$ cat src/rtl/ubs_pkg.sv
package ubs_pkg;

    localparam int STRB_W = 4;
    localparam int WORD_W = 32;
    localparam int FLAG_W = 6;
    localparam int RSVD_W = WORD_W - FLAG_W - STRB_W;

    // Control word layout, LSB first: strobes, cs, wait-en, ack, step, late, last
    typedef struct packed {
        logic [RSVD_W-1:0] rsvd;
        logic              last;
        logic              late;
        logic              step;
        logic              ack;
        logic              wen;
        logic              cs;
        logic [STRB_W-1:0] strb;
    } uword_t;

endpackage

$ cat src/rtl/ubs_ctrl_ram.sv
module ubs_ctrl_ram #(
    parameter int AW = 6,
    parameter int DW = 32
) (
    input  logic          clk,
    input  logic          we,
    input  logic [AW-1:0] waddr,
    input  logic [DW-1:0] wdata,
    input  logic [AW-1:0] raddr,
    output logic [DW-1:0] rdata
);
    localparam int DEPTH = 1 << AW;

    logic [DW-1:0] mem_q [DEPTH];

    always_ff @(posedge clk) begin
        if (we) begin
            mem_q[waddr] <= wdata;
        end
    end

    // Combinational read so the word executes in the cycle its index is held
    assign rdata = mem_q[raddr];

endmodule

$ cat src/rtl/ubs_wait_path.sv
module ubs_wait_path #(
    parameter int SYNC_STAGES = 2
) (
    input  logic clk,
    input  logic rst_n,
    input  logic wait_in,
    input  logic direct,
    output logic wait_eff
);
    logic synced;

    generate
        if (SYNC_STAGES > 0) begin : g_sync
            logic [SYNC_STAGES-1:0] sync_d, sync_q;

            always_comb begin
                sync_d[0] = wait_in;
                for (int i = 1; i < SYNC_STAGES; i++) begin
                    sync_d[i] = sync_q[i-1];
                end
            end

            always_ff @(posedge clk) begin
                if (!rst_n) begin
                    sync_q <= '0;
                end else begin
                    sync_q <= sync_d;
                end
            end

            assign synced = sync_q[SYNC_STAGES-1];
        end else begin : g_nosync
            assign synced = wait_in;
        end
    endgenerate

    // Direct path skips the synchronizer for the early-acknowledge word
    assign wait_eff = direct ? wait_in : synced;

endmodule

$ cat src/rtl/ubs_burst_ctr.sv
module ubs_burst_ctr #(
    parameter int BA_W = 8
) (
    input  logic            clk,
    input  logic            rst_n,
    input  logic            load,
    input  logic [BA_W-1:0] load_val,
    input  logic            step,
    output logic [BA_W-1:0] addr
);
    logic [BA_W-1:0] addr_d, addr_q;

    always_comb begin
        addr_d = addr_q;
        if (load) begin
            addr_d = load_val;
        end else if (step) begin
            addr_d = addr_q + 1'b1;
        end
    end

    always_ff @(posedge clk) begin
        if (!rst_n) begin
            addr_q <= '0;
        end else begin
            addr_q <= addr_d;
        end
    end

    assign addr = addr_q;

endmodule

$ cat src/rtl/ubs_top.sv
module ubs_top
    import ubs_pkg::*;
#(
    parameter int AW          = 6,
    parameter int BA_W        = 8,
    parameter int SYNC_STAGES = 2
) (
    input  logic              clk,
    input  logic              rst_n,
    input  logic              ram_we,
    input  logic [AW-1:0]     ram_waddr,
    input  logic [WORD_W-1:0] ram_wdata,
    input  logic              start,
    input  logic [AW-1:0]     start_idx,
    input  logic [BA_W-1:0]   start_baddr,
    input  logic              wait_in,
    input  logic              sync_en,
    input  logic              strobe_mode,
    output logic              cs_n,
    output logic [STRB_W-1:0] strobe,
    output logic              late_smp,
    output logic              xfer_ack,
    output logic              data_xfer,
    output logic [BA_W-1:0]   burst_addr,
    output logic              busy,
    output logic              cfg_err
);

    typedef struct packed {
        logic          run;
        logic [AW-1:0] pc;
        logic          stepped;
        logic          err;
        logic          dx;
    } seq_t;

    seq_t st_d, st_q;

    logic [WORD_W-1:0] rd_word;
    uword_t            cur;
    logic              sync_ok;
    logic              direct_sel;
    logic              wait_eff;
    logic              frozen;
    logic              ack_w;
    logic              launch;
    logic              do_step;
    logic              bad_word;

    ubs_ctrl_ram #(.AW(AW), .DW(WORD_W)) u_ram (
        .clk   (clk),
        .we    (ram_we),
        .waddr (ram_waddr),
        .wdata (ram_wdata),
        .raddr (st_q.pc),
        .rdata (rd_word)
    );

    assign cur        = uword_t'(rd_word);
    assign sync_ok    = sync_en & strobe_mode;
    assign direct_sel = sync_ok & cur.wen & cur.ack;

    ubs_wait_path #(.SYNC_STAGES(SYNC_STAGES)) u_wait (
        .clk      (clk),
        .rst_n    (rst_n),
        .wait_in  (wait_in),
        .direct   (direct_sel),
        .wait_eff (wait_eff)
    );

    assign frozen   = st_q.run & cur.wen & wait_eff;
    assign ack_w    = st_q.run & cur.ack & ~frozen;
    assign launch   = ~st_q.run & start;
    assign do_step  = st_q.run & cur.step & ~st_q.stepped;
    assign bad_word = (cur.wen & cur.ack & (~sync_ok | cur.late)) | (|cur.rsvd);

    ubs_burst_ctr #(.BA_W(BA_W)) u_bctr (
        .clk      (clk),
        .rst_n    (rst_n),
        .load     (launch),
        .load_val (start_baddr),
        .step     (do_step),
        .addr     (burst_addr)
    );

    always_comb begin
        st_d    = st_q;
        st_d.dx = ack_w;
        if (!st_q.run) begin
            st_d.stepped = 1'b0;
            if (start) begin
                st_d.run = 1'b1;
                st_d.pc  = start_idx;
                st_d.err = 1'b0;
            end
        end else begin
            if (bad_word) begin
                st_d.err = 1'b1;
            end
            if (frozen) begin
                // Remember a step already taken so a long freeze steps once
                st_d.stepped = st_q.stepped | cur.step;
            end else begin
                st_d.stepped = 1'b0;
                if (cur.last) begin
                    st_d.run = 1'b0;
                end else begin
                    st_d.pc = st_q.pc + 1'b1;
                end
            end
        end
    end

    always_ff @(posedge clk) begin
        if (!rst_n) begin
            st_q <= '0;
        end else begin
            st_q <= st_d;
        end
    end

    assign cs_n      = ~(st_q.run & cur.cs);
    assign strobe    = st_q.run ? cur.strb : '0;
    assign late_smp  = st_q.run & cur.late;
    assign xfer_ack  = ack_w;
    assign data_xfer = st_q.dx;
    assign busy      = st_q.run;
    assign cfg_err   = st_q.err;

endmodule

$ cat config.mk
export PLATFORM = sky130hd
export DESIGN_NAME = ubs_top
export DESIGN_NICKNAME = d
export VERILOG_FILES = /design/src/rtl/ubs_pkg.sv /design/src/rtl/ubs_ctrl_ram.sv /design/src/rtl/ubs_wait_path.sv /design/src/rtl/ubs_burst_ctr.sv /design/src/rtl/ubs_top.sv
export SDC_FILE = /design/constraint.sdc
export NUM_CORES = 2
export LEC_CHECK = 0
export BUFFER_PORTS_ARGS = -buffer_cell sky130_fd_sc_hd__buf_2
export CAP_MARGIN = 20
export CORE_MARGIN = 2
export CORE_UTILIZATION = 27
export DETAILED_ROUTE_END_ITERATION = 8
export PLACE_DENSITY = 0.43
export SLEW_MARGIN = 20
export SYNTH_ARGS = -nofsm -noshare
export SYNTH_HDL_FRONTEND = slang
export SYNTH_HIERARCHICAL = 1
export SYNTH_SLANG_ARGS = --single-unit
$ cat constraint.sdc
create_clock -name clk -period 3.79 [get_ports clk]
set_input_delay 0 -clock clk [delete_from_list [all_inputs] [get_ports clk]]
set_output_delay 0 -clock clk [all_outputs]
set_load 0.02 [all_outputs]
==> flow_summary.json <==
{
  "status": "finished, violations left",
  "violations": "negative setup slack",
  "r2r_cells": 9,
  "cts_sinks": 2068,
  "avgSynthCellArea_sq_um": 23.0,
  "required_ns": 3.79,
  "die_area_sq_um": 297000,
  "clk_latency_ns": 0.86,
  "overflow": 0,
  "ys.flop_type": "edfxtp_1",
  "grt_pass1_wl_um": 336000,
  "final_hold_viol_count": 0,
  "multi_input_area_sq_um": 16900,
  "max_slew_margin_pct": 25.4,
  "root_buffer": "clkbuf_16",
  "synth_xor_area_share_pct": 0.0665,
  "setup_slack_ns": -0.0483,
  "crit_path_max_fanout": 8,
  "port_buffers": 76,
  "wirelength_um": 244000,
  "cts.reportedPaths.clkPinSlew_ns": 0.06,
  "grt_usage_pct": 16.4,
  "cp-end-kind": "output pin",
  "maxCapViolCount": 0,
  "yosys.area.top_type_share_pct": 77.8,
  "synthAdderAreaFrac_pct": 0.0317,
  "maxSlewViolCount": 0,
  "synth_common_cells": "edfxtp_1 (2048), mux4_2 (544), nor2_1 (142)",
  "hold_path.class": "in -> reg",
  "ys_seq_area_share_pct": 78.3,
  "power.density_nw_per_um2": 538,
  "place_congestion": 0.812,
  "num_rows": 198,
  "yosysUniqueCellTypes": 57,
  "finClkSkew_ns": 0.0348,
  "final_nets": 4019,
  "synth_warnings": 6,
  "rsz0062_at_grt": "true",
  "worst_pin_slew_ns": 1.12,
  "vias_per_cell": 4.82,
  "htreeDepth": 4,
  "grt_pass1_vias": 40100,
  "final_antenna_net_count": 0,
  "drive_gt1_share_pct": 32.9,
  "worstPathArrival_ns": 3.84,
  "muxShareOfSynthArea_pct": 16.7,
  "clockBufferDepth": 3,
  "die_y_um": 545,
  "io_pins": 77,
  "clock.fmax_mhz": 261,
  "area_growth_pct": 20.3,
  "fin_crit_ns": 3.84,
  "synth.most_common_cell": "edfxtp_1",
  "post-route-period-util_pct": 101,
  "dp_hpwl_um": 141000,
  "dr.pass1.iters": 5,
  "yosys.area_share.simple_pct": 1.74,
  "synth-edff-count": 2048,
  "irDropWorstVdd_v": 0.000474,
  "ys_ff_latch": 2068,
  "wl_per_cell_um": 30.3,
  "synth_top_family_by_area": "multiplexers",
  "cts_buffers": 215,
  "initial_core_util_pct": 27.1,
  "vias": 38700,
  "hold_ws_ns": 0.0892,
  "grt_max_degree": 65,
  "first_iter_violations": 4533,
  "synth_cells": 3432,
  "synthArstFlopShare_pct": 0,
  "antenna_found_initial": 20,
  "cts_tree": "done",
  "synth_nets": 3493,
  "worstHoldPathCells": 5,
  "fill_cells": 27500,
  "crit_type": "reg -> out",
  "setup_violations": 1,
  "dp_worst_setup_slack_ns": -0.163,
  "syn_area_sq_um": 79000,
  "synth_top_area_cell": "edfxtp_1",
  "die_w_um": 545,
  "regArea_sq_um": 61900,
  "coreArea_sq_um": 291000,
  "p_leak_nw": 28.7,
  "synth_compound_area_share_pct": 1.96,
  "synth.area.top_cells": "edfxtp_1 (78%), mux4_2 (16%), mux2i_1 (1.2%)",
  "drc": 0,
  "utilization_pct": 32.7,
  "start_kind": "flop"
}
-- cell type report --
| type | count | share of cell area (%) |
|---|---|---|
| clock buffer | 281 | 6.00 |
| timing repair buffer | 495 | 4.80 |
| clock inverter | 108 | 1.17 |
| antenna | 5 | 0.0132 |
| multi-input combinational | 1175 | 17.7 |
| tap | 3900 | 5.13 |
| sequential | 2068 | 65.1 |
| inverter | 3 | 0.0118 |
-- critical path: stages, from the launching register on --
cell	delay, ns
dfxtp_4	0.40
buf_6	0.22
mux4_2	0.53
mux4_2	0.50
o22ai_2	0.21
nor2_2	0.12
nand2_1	0.11
nor2_2	0.05
mux2_4	0.34
a21boi_4	0.16
and2_4	0.22
buf_8	0.12
-- power breakdown --
part | switching, mW | leakage, nW | internal, mW
sequential | 0.0716 | 18.6 | 25.3
clock | 8.88 | 3.30 | 11.8
combinational | 2.92 | 6.77 | 2.16
total | 11.9 | 28.7 | 39.3
-- stage by stage --
stage	cell area, sq um	power [mW]	TNS, ns	std cells
floorplan	79000	28.4	0	3432
global placement	86800	30.7	-0.184	7543
detailed placement	86800	30.7	-0.163	7543
CTS	95000	51.8	-0.392	8031
global route	95100	52.8	-0.607	8031
finish	95100	51.1	-0.0483	8035
-- layout by cell type, fill, tap and decap left out, types with 62 or more instances in the layout --
master and count:
clkbuf_16 218, mux4_2 544, clkbuf_1 62, a21oi_1 67
buf_4 294, o22ai_1 79, mux2i_1 92, edfxtp_1 2048
buf_2 70, nor2_1 72, dlygate4sd3_1 68, nor2_4 63
-- metal layers --
layer | track usage, % | vias up | part of all wire (%)
met4 | 3.83 | 2 | 2.1
met3 | 2.81 | 260 | 5.4
met2 | 27.3 | 1124 | 49
met5 | 0 | - | 0.0053
met1 | 22.2 | 21500 | 43
li1 | - | 15800 | -
-- final timing paths --
path | from | to | slack (ns)
setup / recovery | st_q[3] | xfer_ack | -0.05
hold / removal | start_baddr[7] | u_bctr/addr[7] | 0.09
setup reg to reg | st_q[3] | cfg_err | 0
hold reg to reg | u_wait/g_sync.sync_q[0] | u_wait/g_sync.sync_q[1] | 0.44
-- registers in the layout, indices dropped and copies added (netlist names) --
name                  cells
busy                      1
u_bctr/addr               8
data_xfer                 1
st_q                      7
u_ram/mem_q            2048
cfg_err                   1
u_wait/g_sync.sync_q      2
-- timing repair --
action                      CTS  global route
hold endpoints to repair   1350             0
gates resized for setup      59            13
setup endpoints to repair     8            12
pin swaps                     7             3
hold buffers                 68             0
setup buffers                23             1
gates cloned                  8             0
-- logic make-up (layout without fill, tap and decap cells) --
kind of cell | count (synthesis) | after routing
AOI/OAI and AO/OA | 239 | 239
xor gates and xnor gates | 6 | 6
adders and majority gates | 2 | 2
buffers and inverters | 189 | 887
DFF | 2068 | 2068
muxes | 639 | 639
other | 0 | 5
and+or+nand+nor | 289 | 289
No activity file was read; power rests on OpenSTA's default activity.
